File: config.mk
export PLATFORM = sky130hd
export DESIGN_NAME = fm_lfo
export DESIGN_NICKNAME = d
export VERILOG_FILES = /design/src/rtl/lfo_pkg.sv /design/src/rtl/lfo_ctrl.sv /design/src/rtl/lfo_datapath.sv /design/src/rtl/fm_lfo.sv
export SDC_FILE = /design/constraint.sdc
export NUM_CORES = 1
export LEC_CHECK = 0
export BUFFER_PORTS_ARGS = -buffer_cell sky130_fd_sc_hd__clkbuf_2
export CELL_PAD_IN_SITES_DETAIL_PLACEMENT = 0
export CELL_PAD_IN_SITES_GLOBAL_PLACEMENT = 1
export CORE_UTILIZATION = 45
export CTS_BUF_LIST = sky130_fd_sc_hd__clkbuf_4 sky130_fd_sc_hd__clkbuf_8 sky130_fd_sc_hd__clkbuf_16
export CTS_CLUSTER_SIZE = 40
export DETAILED_ROUTE_END_ITERATION = 12
export HOLD_SLACK_MARGIN = 0.12
export PLACE_DENSITY = 0.89
export SYNTH_ARGS = -nofsm -noshare
export SYNTH_HDL_FRONTEND = slang
export SYNTH_SLANG_ARGS = --single-unit
File: constraint.sdc
create_clock -name clk -period 5.94 [get_ports clk]
set_clock_uncertainty 0.15 [all_clocks]
set_input_delay 1.188 -clock clk [delete_from_list [all_inputs] [get_ports clk]]
set_output_delay 1.188 -clock clk [all_outputs]
set_load 0.01 [all_outputs]
File: src/rtl/lfo_pkg.sv
package lfo_pkg;
  typedef struct packed {
    logic advance;
    logic clear;
  } lfoCtl_t;
endpackage

File: src/rtl/lfo_ctrl.sv
module lfo_ctrl
  import lfo_pkg::*;
(
  input  logic    clk,
  input  logic    rst_n,
  input  logic    lfoEn,
  input  logic    sampleStb,
  output lfoCtl_t ctl
);
  always_comb begin
    ctl.advance = lfoEn & sampleStb;
    ctl.clear   = ~lfoEn;
  end

  // a disabled cycle never advances
  p_excl_strobes_r7: assert property (@(posedge clk) disable iff (!rst_n)
    $onehot0({ctl.advance, ctl.clear}));
endmodule

File: src/rtl/lfo_datapath.sv
module lfo_datapath
  import lfo_pkg::*;
#(
  parameter int CNT_W  = 32,
  parameter int STEP_W = 7
) (
  input  logic              clk,
  input  logic              rst_n,
  input  lfoCtl_t           ctl,
  input  logic [CNT_W-1:0]  inc,
  output logic [STEP_W:0]   amOut,
  output logic [STEP_W-3:0] pmOut
);
  localparam int AM_W   = STEP_W + 1;
  localparam int PM_W   = STEP_W - 2;
  localparam int HALF_W = STEP_W - 1;
  localparam logic [AM_W-1:0] AM_MAX = AM_W'(((2 ** HALF_W) - 1) * 2);

  logic [CNT_W-1:0]  cntQ, cntD;
  logic [STEP_W-1:0] stepOld, stepNew;
  logic [HALF_W-1:0] amBase;
  logic [AM_W-1:0]   amQ;
  logic [PM_W-1:0]   pmQ;

  always_comb begin
    cntD    = cntQ + inc;
    stepOld = cntQ[CNT_W-1 -: STEP_W];
    stepNew = cntD[CNT_W-1 -: STEP_W];
    amBase  = stepNew[HALF_W] ? ~stepNew[HALF_W-1:0] : stepNew[HALF_W-1:0];
  end

  always_ff @(posedge clk) begin
    if (!rst_n) begin
      cntQ <= '0;
      amQ  <= '0;
      pmQ  <= '0;
    end else if (ctl.clear) begin
      amQ <= '0;
      pmQ <= '0;
    end else if (ctl.advance) begin
      cntQ <= cntD;
      if (stepNew != stepOld)
        amQ <= {1'b0, amBase, 1'b0};
      if (stepNew[STEP_W-1:2] != stepOld[STEP_W-1:2])
        pmQ <= stepNew[STEP_W-1:2];
    end
  end

  assign amOut = amQ;
  assign pmOut = pmQ;

  p_am_range_r4: assert property (@(posedge clk) disable iff (!rst_n)
    (amQ[0] == 1'b0) && (amQ <= AM_MAX));

  p_idle_hold_r3: assert property (@(posedge clk) disable iff (!rst_n)
    (!ctl.advance && !ctl.clear) |=> ($stable(cntQ) && $stable(amQ) && $stable(pmQ)));

  p_clear_r7: assert property (@(posedge clk) disable iff (!rst_n)
    ctl.clear |=> (amQ == '0 && pmQ == '0 && $stable(cntQ)));

  p_pm_track_r6: assert property (@(posedge clk) disable iff (!rst_n)
    ctl.advance |=> (pmQ == $past(pmQ) || pmQ == cntQ[CNT_W-1 -: PM_W]));

  p_count_r2: assert property (@(posedge clk) disable iff (!rst_n)
    ctl.advance |=> (cntQ == $past(cntQ) + $past(inc)));
endmodule

File: src/rtl/fm_lfo.sv
module fm_lfo
  import lfo_pkg::*;
#(
  parameter int CNT_W  = 32,
  parameter int STEP_W = 7
) (
  input  logic              clk,
  input  logic              rst_n,
  input  logic              lfoEn,
  input  logic              sampleStb,
  input  logic [CNT_W-1:0]  lfoInc,
  output logic [STEP_W:0]   amOut,
  output logic [STEP_W-3:0] pmOut
);
  lfoCtl_t ctl;

  lfo_ctrl u_ctrl (
    .clk(clk), .rst_n(rst_n), .lfoEn(lfoEn), .sampleStb(sampleStb), .ctl(ctl)
  );

  lfo_datapath #(.CNT_W(CNT_W), .STEP_W(STEP_W)) u_dp (
    .clk(clk), .rst_n(rst_n), .ctl(ctl), .inc(lfoInc),
    .amOut(amOut), .pmOut(pmOut)
  );
endmodule

==> metrics.cfg, run 1 <==
[timing]
setup_tns_ps=0
slew_headroom_pct=57.8
period_minus_slack_ps=4040
worst-slew-pin-transition_ps=633
period_share_pct=68.1
finalWorstSetupSlack_ps=1900
final_hold_viol_count=0
rsz0062_at_grt=false
setup_viol=0
fmax_mhz=247
slew_viol_final=0

[die]
num_io_pins=49
start_util_pct=47.5
row_count=32
coreArea_um2=7890
fp.dieArea_um2=8700
die_height_um=93.3
fp.dieW_um=93.3

[worst_hold_path]
hold_path_class=register to register
min_from=u_dp.amOut[1]
min_to=u_dp.amOut[1]
holdPathStages=2

[pwr]
combPwrFrac_pct=37.8
swShare_pct=35.6
ir_worst_vdd_uv=128
power_density_nw_per_um2=219
power_mw=0.909
switching_power_mw=0.323
pwr-share-clk_pct=27.0
p_seq_share_pct=35.2
p_leak_nw=1.79
intPower_mw=0.586

[setup_path]
ff2ff_setup_slack_ps=2540
cp.required_ps=6030
critical_path_class=primary input to register
rr_endpoint=u_dp.amOut[4]
r2r_start=u_dp.cntQ[28]
cp_cell_sequence=clkbuf_2 > ha_1 > fa_1 > a21oi_2 > o221ai_2 > and4_4 > nor3_4 > o21ba_4 > xnor2_4 > xnor2_4 > nand4_2 > o31ai_4 > mux2i_1
slowest_delay_ps=470
end_kind=register
r2r_cells=11
cpMaxStageDelayCell=o31ai_4
worstSetupStartpointType=primary input
worstPathArrival_ps=4130
crit_top_cell=xnor2_4
crit_fanout=6

[synth]
syn_area_per_cell_um2=8.46
synth-seq-area-share_pct=23.0
syn_inst=443
async_flop_share_pct=0
ys_ff_latch=43
yosysWarningCount=0
yosysTopAreaCellShare_pct=23.0
ys.flop_type=dfxtp_1
netlist_area_um2=3750
synth_most_common_cell=nand2_1
synth_edf_count=0
ys_types=70
yosysTopAreaCell=dfxtp_1
synthTopCellsByCount=nand2_1 (74), dfxtp_1 (43), o21ai_0 (35), ha_1 (31)
synthTopCellsByArea=dfxtp_1 (23%), ha_1 (10%), nand2_1 (7.4%)

[clock_network]
clockBufferDepth=2
clkSinkCount=43
postCtsResizedCells=0
path_clk_slew_ps=100
cts-root-buf=clkbuf_8
cts_tree=built
cts_hold_buf=0
cts_made_buffers=5
h-tree-depth=2
cts_setup_buffers=0
clk_latency_ps=300

[layout]
n_antenna_cell=0
syn_to_final_growth_pct=10.7
nets=548
final_layout_size_suffix_gt1_share_pct=20.6
layout.cells.non_filler=583

[route]
vias=3152
wire_per_inst_um=14.1
routed_wl_um=8230
drt-initial-drc-count=165
viasPerCell=5.41
final_antenna_net_count=0
firstDrtPassIters=6
drc_errors=0

[grt]
grt_pass1_wl_um=14200
grt_max_degree=56
first_global_vias=3124
grt_use_total_pct=20.3
grt_antenna_before_repair=0
gr-total-overflow=0

[place]
place_ws_ps=1570
dp_cells=575
port-buffer-count=46
gp_congestion=0.900
hpwlAfterDp_um=6320

[outcome]
outcome=complete, no violations

[run]
cap_violations=0

per-layer routing:
metal / GRT usage, % / vias to the layer above / routed length [µm]
met5: 0 / - / 0
met1: 26.1 / 1464 / 3920
met3: 3.25 / 7 / 206
met4: 5.77 / 0 / 112
met2: 34.9 / 47 / 3980
li1: - / 1634 / -
worst max-delay path: cells and delay by family:
kind | cells | cell delay (ps)
xor gates and xnor gates | 2 | 340
and+or+nand+nor | 3 | 590
AOI/OAI and AO/OA | 4 | 1050
buffers and inverters | 1 | 80
adders and majority gates | 2 | 640
muxes | 1 | 240
stage by stage:
stage,hold WS (ps),utilization (%),area [µm²]
finish,316,52.6,4150
global placement,298,51.2,4040
detailed placement,308,51.2,4040
global route,345,52.6,4150
CTS,321,52.6,4150
floorplan,297,-,3750
power groups by stage:
stage	clock, mW	sequential, mW	combinational, mW
floorplan	0	0.326	0.275
global placement	0	0.326	0.338
detailed placement	0	0.327	0.340
CTS	0.254	0.320	0.343
global route	0.266	0.322	0.379
finish	0.246	0.320	0.343
layout by cell type (no fill, tap or decap), drive strengths merged, types with 3 or more instances in the layout:
cell,Yosys,final
a31oi,4,4
o211ai,5,5
clkbuf,9,51
nor3,6,6
ha,31,31
a21oi,32,32
o21ai,43,43
nand4,4,4
dfxtp,43,43
a211oi,5,5
inv,10,11
mux2i,10,10
xnor2,30,30
xor2,12,12
a41oi,3,3
and3,3,3
nand2,77,77
and2,25,25
o221ai,3,3
a21boi,10,10
nor2,20,20
a21o,12,12
nand3,12,12
cell type report:
type | count | area (µm²)
flip-flops and latches | 43 | 861
multi-input cells | 373 | 2770
clock inverters | 3 | 46.3
well taps | 102 | 128
repair buffers | 47 | 238
inverters | 10 | 37.5
clock buffers | 5 | 68.8
fillers | 761 | 3740
worst max path at each step:
stage	startpoint	to	slack (ps)	cells past startpoint
floorplan	lfoInc[0]	u_dp.amOut[1]	1910	12
global route	lfoInc[0]	u_dp.amOut[6]	1730	13
global placement	lfoInc[12]	u_dp.amOut[6]	1650	12
detailed placement	lfoInc[0]	u_dp.amOut[4]	1570	13
CTS	lfoInc[0]	u_dp.amOut[4]	1880	13
finish	lfoInc[0]	u_dp.amOut[4]	1900	13
registers in the layout (all words and copies together), names as in the netlist:
name        cells
u_dp.amOut      6
u_dp.pmOut      5
u_dp.cntQ      32
logic make-up after synthesis:
family	share of synthesized area (%)
DFF	23.0
buffers and inverters	3.20
AOI/OAI and AO/OA	24.9
muxes	2.67
other	0.100
adders and majority gates	10.9
and+or+nand+nor	21.4
xor gates and xnor gates	13.9
(Power assumes the default switching activity.)
==> run 2, diff against run 1 <==
Settings changed: CORE_UTILIZATION 45 to 40, PLACE_DENSITY 0.89 to 0.84.
Clock period 5.94 ns to 3.3 ns, I/O delays scaled along.
==> run 2 against run 1 <==
Effect of this change: core utilization grew 0.48 points; combinational power increased by 120%; clock power increased by 54%; global-route usage fell by 1.8 points; die area increased by 12%; count of clock-buffer cells in the layout unchanged; flip-flop and latch count unchanged; sequential power increased by 80%; register-to-register slack worse by 2300 ps; via count is 6.8% higher; critical endpoint is now u_dp.amOut[3]; highest routed layer unchanged.
==> metrics.cfg, run 2 (same netlist as run 1, synthesis figures left out) <==
[outcome]
outcome=complete, no violations

[route]
top_layer=met4
drc_errors=0  ; unchanged
vias=3365  ; +6.8%
firstDrtPassIters=4  ; -2
drt-initial-drc-count=88  ; -47%
wl_met2_um=4400  ; +10%
wl_met1_um=4000  ; +2.0%
routed_wl_um=8720  ; +6.0%
viasPerCell=5.10  ; -5.7%
wire_per_inst_um=13.2  ; -6.4%
final_antenna_net_count=0  ; unchanged
dr_wl_met3_um=234  ; +14%

[layout]
final_cell_area_um2=4720  ; +14%
largest_reg_flops=32  ; unchanged
n_antenna_cell=0  ; unchanged
regMostFlops=u_dp.cntQ
final_common_cell=nand2_1
syn_to_final_growth_pct=25.9
mostFrequentLayoutCells=nand2_1 (74), buf_4 (71), clkbuf_2 (46)
final_layout_size_suffix_gt1_share_pct=32.2  ; +12 points
nets=619  ; +13%

[setup_path]
critical_path_class=primary input to register
ff2ff_setup_slack_ps=200  ; -2340 ps
rr_endpoint=u_dp.amOut[3]
end_kind=register
crit_fanout=6  ; unchanged
worstSetupStartpointType=primary input
r2r_start=u_dp.cntQ[0]
cp.required_ps=3400  ; -2630 ps
worstPathArrival_ps=3290  ; -840 ps
r2r_cells=13  ; +2

[timing]
slew_headroom_pct=57.2  ; -0.59 points
worst_hold_slack_ps=314  ; -1.71 ps
setup_viol=0  ; unchanged
fmax_mhz=314
finalWorstSetupSlack_ps=117  ; -1780 ps
period_share_pct=96.5
final_hold_viol_count=0  ; unchanged
slew_viol_final=0  ; unchanged
rsz0062_at_grt=false
worst-slew-pin-transition_ps=641  ; +8.84 ps
period_minus_slack_ps=3180
setup_tns_ps=0  ; unchanged

[place]
hpwlAfterDp_um=7070  ; +12%
port-buffer-count=46  ; unchanged
gp_congestion=0.854  ; -5.1%
place_area_um2=4610  ; +14%
place_ws_ps=-222  ; -1790 ps

[die]
die_height_um=98.8  ; +5.9%
num_io_pins=49  ; unchanged
row_count=34  ; +6.3%
fp.dieW_um=98.8  ; +5.9%
coreArea_um2=8890  ; +13%
fp.dieArea_um2=9770  ; +12%
start_util_pct=42.2  ; -5.4 points

[grt]
grt_antenna_before_repair=0  ; unchanged
first_global_vias=3293  ; +5.4%
grt_pass1_wl_um=14700  ; +3.5%
grt_use_total_pct=18.5  ; -1.8 points
grt_max_degree=35  ; -38%
gr-total-overflow=0  ; unchanged

[worst_hold_path]
min_from=u_dp.amOut[5]
holdPathStages=2  ; unchanged
hold_path_class=register to register
min_to=u_dp.amOut[5]

[run]
cap_violations=0  ; unchanged

[clock_network]
h-tree-depth=2  ; unchanged
cts_tree=built
cts-root-buf=clkbuf_8
clockBufferDepth=2  ; unchanged
cts_setup_buffers=0  ; unchanged
clk_latency_ps=320  ; +20 ps
cts_made_buffers=5  ; unchanged
clkSinkCount=43  ; unchanged
path_clk_slew_ps=110  ; about the same

[pwr]
p_leak_nw=2.13  ; +19%
ir_worst_vdd_uv=176  ; +38%
power_density_nw_per_um2=361  ; +65%

run 2: worst max-delay path, cell delays in order:
cell,delay [ps]
clkbuf_2,80
ha_1,230
fa_2,380
a21oi_2,180
o221ai_2,150
and4_4,210
nor3_4,170
o21ba_4,190
xnor2_4,150
xnor2_4,160
nand4_2,150
o31ai_4,230
buf_12,160
mux2i_1,190
run 2: through the flow:
| stage | util, % | instances | power (mW) |
|---|---|---|---|
| finish | 53.1 | 660 | 1.71 |
| CTS | 52.9 | 660 | 1.72 |
| floorplan | - | 444 | 1.09 |
| global route | 53.1 | 660 | 1.83 |
| detailed placement | 51.9 | 652 | 1.34 |
| global placement | 51.9 | 652 | 1.32 |
run 2: layout make-up:
cell class,instances,area (µm²)
fill,859,4170
clock inverter,3,26.3
timing repair buffer,118,783
tap,108,135
inverter,10,37.5
sequential,43,861
multi-input combinational,373,2810
clock buffer,5,68.8
run 2: how the worst max path moves through the flow:
stage | end | depth (start not counted) | startpoint
6_report | u_dp.amOut[3] | 14 | lfoInc[0]
5_1_grt | u_dp.amOut[3] | 13 | lfoInc[12]
4_1_cts | u_dp.amOut[3] | 13 | lfoInc[16]
3_5_place_dp | u_dp.amOut[1] | 13 | lfoInc[15]
3_3_place_gp | u_dp.amOut[4] | 13 | lfoInc[16]
2_1_floorplan | u_dp.amOut[1] | 12 | lfoInc[0]
run 2: power breakdown:
part | switching [mW] | leakage (nW) | internal [mW] | total, mW
combinational | 0.370 | 1.73 | 0.381 | 0.751
sequential | 0.0214 | 0.351 | 0.553 | 0.575
clock | 0.224 | 0.0491 | 0.156 | 0.380
total | 0.616 | 2.13 | 1.09 | 1.71
run 2: repair_timing:
item,4_1_cts,5_1_grt
gates resized for setup,0,4
setup endpoints to repair,0,5
hold buffers,0,0
run 2: per-layer routing:
layer / vias up / track usage [%]
met5: - / 0
met4: 0 / 3.44
met3: 10 / 3.19
met2: 40 / 34.9
met1: 1542 / 22.1
li1: 1773 / -
==> run 3, diff against run 2 <==
Settings changed: ABC_CLOCK_PERIOD_IN_PS set to 3300, BUFFER_PORTS_ARGS -buffer_cell sky130_fd_sc_hd__clkbuf_2 to unset, CORE_UTILIZATION 40 to 44, DONT_BUFFER_PORTS set to 1, PLACE_DENSITY 0.84 to unset, PLACE_DENSITY_LB_ADDON set to 0.1.
==> run 3 against run 2 <==
Effect of this change: via count fell by 5.5%; wire length grew 0.89%; critical path type unchanged; clock power rose by 16%; cell count decreased by 8.5%; global-route usage grew 2.6 points; core utilization up 0.95 points; worst setup slack better by 67 ps; die area fell by 8.9%; first-iteration DRC count fell by 2.3%; critical path depth decreased by 2.
==> metrics.cfg, run 3 (same netlist as run 1, synthesis figures left out) <==
[setup_path]
worstPathArrival_ps=3200  ; -90 ps
critical_path_class=primary input to register
cp.depth=12  ; -2
cpMaxStageDelayCell=ha_1
cp.required_ps=3380  ; -20 ps
crit_family=compound AO/OA/AOI/OAI gates
end_kind=register
worstSetupStartpointType=primary input
cp_cell_sequence=ha_1 > nand4_1 > nor2b_4 > nand3_2 > o2111ai_4 > a41oi_1 > o21ai_2 > xor2_2 > xor2_1 > o31ai_4 > buf_12 > mux2i_1
cp.buffers_inverters=1  ; -1
slowest_delay_ps=410  ; +30 ps
r2r_cells=12  ; -1
crit_fanout=8  ; +2

[timing]
rsz0062_at_grt=false
worst-slew-pin-transition_ps=541  ; -100 ps
setup_tns_ps=0  ; unchanged
period_share_pct=94.4  ; -2.0 points
finalWorstSetupSlack_ps=184  ; +66.8 ps
fmax_mhz=321  ; +2.1%
final_hold_viol_count=0  ; unchanged
slew_headroom_pct=63.8  ; +6.6 points
setup_viol=0  ; unchanged
slew_viol_final=0  ; unchanged
worst_hold_slack_ps=331  ; +17.0 ps
period_minus_slack_ps=3120  ; -66.8 ps

[worst_hold_path]
holdPathStages=2  ; unchanged
hold_path_class=register to register

[die]
num_io_pins=49  ; unchanged
die_height_um=94.3  ; -4.6%
coreArea_um2=8220  ; -7.6%
row_count=33  ; -2.9%
start_util_pct=45.6  ; +3.5 points
fp.dieW_um=94.3  ; -4.6%
fp.dieArea_um2=8900  ; -8.9%

[pwr]
ir_worst_vdd_uv=221  ; +26%
power_mw=1.73  ; +1.1%
swShare_pct=33.1  ; -3.0 points
intPower_mw=1.16  ; +5.9%
combPwrFrac_pct=41.1  ; -2.9 points
power_density_nw_per_um2=389  ; +7.5%
switching_power_mw=0.570  ; -7.3%
pwr-share-clk_pct=25.5  ; +3.2 points
p_seq_share_pct=33.5  ; -0.2 points
p_leak_nw=1.91  ; -10%

[route]
final_antenna_net_count=0  ; unchanged
drt-initial-drc-count=86  ; -2.3%
wire_per_inst_um=14.6  ; +10%
vias=3179  ; -5.5%
firstDrtPassIters=4  ; unchanged
viasPerCell=5.26  ; +3.2%
drc_errors=0  ; unchanged
routed_wl_um=8800  ; +0.89%

[clock_network]
postCtsResizedCells=0  ; unchanged
clk_latency_ps=300  ; -20 ps
clkSinkCount=43  ; unchanged
clockBufferDepth=2  ; unchanged
cts_made_buffers=5  ; unchanged
cts_tree=built
h-tree-depth=2  ; unchanged
cts_hold_buf=0  ; unchanged
path_clk_slew_ps=90  ; -20 ps
cts-root-buf=clkbuf_8

[layout]
final_common_cell=nand2_1
n_antenna_cell=0  ; unchanged
syn_to_final_growth_pct=18.5
nets=566  ; -8.6%
fillers=820  ; -4.5%
final_layout_size_suffix_gt1_share_pct=24.2  ; -8.0 points
mostFrequentLayoutCells=nand2_1 (74), buf_4 (64), dfxtp_1 (43)
layout.cells.non_filler=604  ; -8.5%
final_cell_area_um2=4440  ; -5.9%
regMostFlops=u_dp.cntQ
fin_util_pct=54.1  ; +0.95 points
largest_reg_flops=32  ; unchanged

[grt]
grt_pass1_wl_um=14800  ; +0.99%
grt_max_degree=42  ; +20%
grt_antenna_before_repair=0  ; unchanged
gr-total-overflow=0  ; unchanged
first_global_vias=3220  ; -2.2%
grt_use_total_pct=21.1  ; +2.6 points

[place]
place_area_um2=4320  ; -6.2%
hpwlAfterDp_um=7120  ; +0.80%
dp_cells=596  ; -8.6%
gp_congestion=0.878  ; +2.8%
place_ws_ps=-146  ; +76.3 ps
port-buffer-count=0  ; -100%

[outcome]
outcome=complete, no violations

[run]
cap_violations=0  ; unchanged

run 3: cell count changes in the layout (fill, tap and decap cells not counted), sizes merged:
| cell | before | now |
|---|---|---|
| bufinv | 0 | 1 |
| inv | 12 | 10 |
| clkbuf | 51 | 6 |
| buf | 72 | 65 |
run 3: path summary, 6_finish.rpt:
| check | end | from | slack, ps |
|---|---|---|---|
| setup / recovery | u_dp.amOut[4] | lfoInc[13] | 180 |
| hold / removal | u_dp.cntQ[0] | u_dp.cntQ[0] | 330 |
| setup reg to reg | u_dp.amOut[4] | u_dp.cntQ[13] | 210 |
| hold reg to reg | u_dp.cntQ[0] | u_dp.cntQ[0] | 330 |
run 3: area by class of cell:
class	count	area, µm²	area share (%)
Tap cell	105	131	2.96
Clock buffer	6	82.6	1.86
Inverter	10	37.5	0.845
Clock inverter	2	35.0	0.789
Timing Repair Buffer	65	500	11.3
Multi-Input combinational cell	373	2790	62.9
Sequential cell	43	861	19.4
run 3: tightest hold or removal path: cells and delay by family, from the launching register on:
family          cells  cell delay (ps)
flops               1              320
compound gates      1               70
simple gates        1               50
run 3: power by group through the flow:
stage / combinational (mW) / sequential (mW) / clock, mW
2_1_floorplan: 0.499 / 0.586 / 0
3_3_place_gp: 0.705 / 0.589 / 0
3_5_place_dp: 0.711 / 0.590 / 0
4_1_cts: 0.715 / 0.578 / 0.463
5_1_grt: 0.782 / 0.583 / 0.478
6_report: 0.708 / 0.578 / 0.440
run 3: timing repair:
action,in CTS,in global routing
setup endpoints to repair,0,1
endpoints found under the hold margin,0,0
buffers inserted,0,0
run 3: per-layer routing:
| layer | share of wire (%) | global-route usage (%) | vias up |
|---|---|---|---|
| li1 | - | - | 1664 |
| met1 | 46 | 24.9 | 1467 |
| met2 | 51 | 39.8 | 43 |
| met3 | 2.8 | 2.99 | 5 |
| met4 | 0.74 | 4.62 | 0 |
| met5 | 0 | 0 | - |
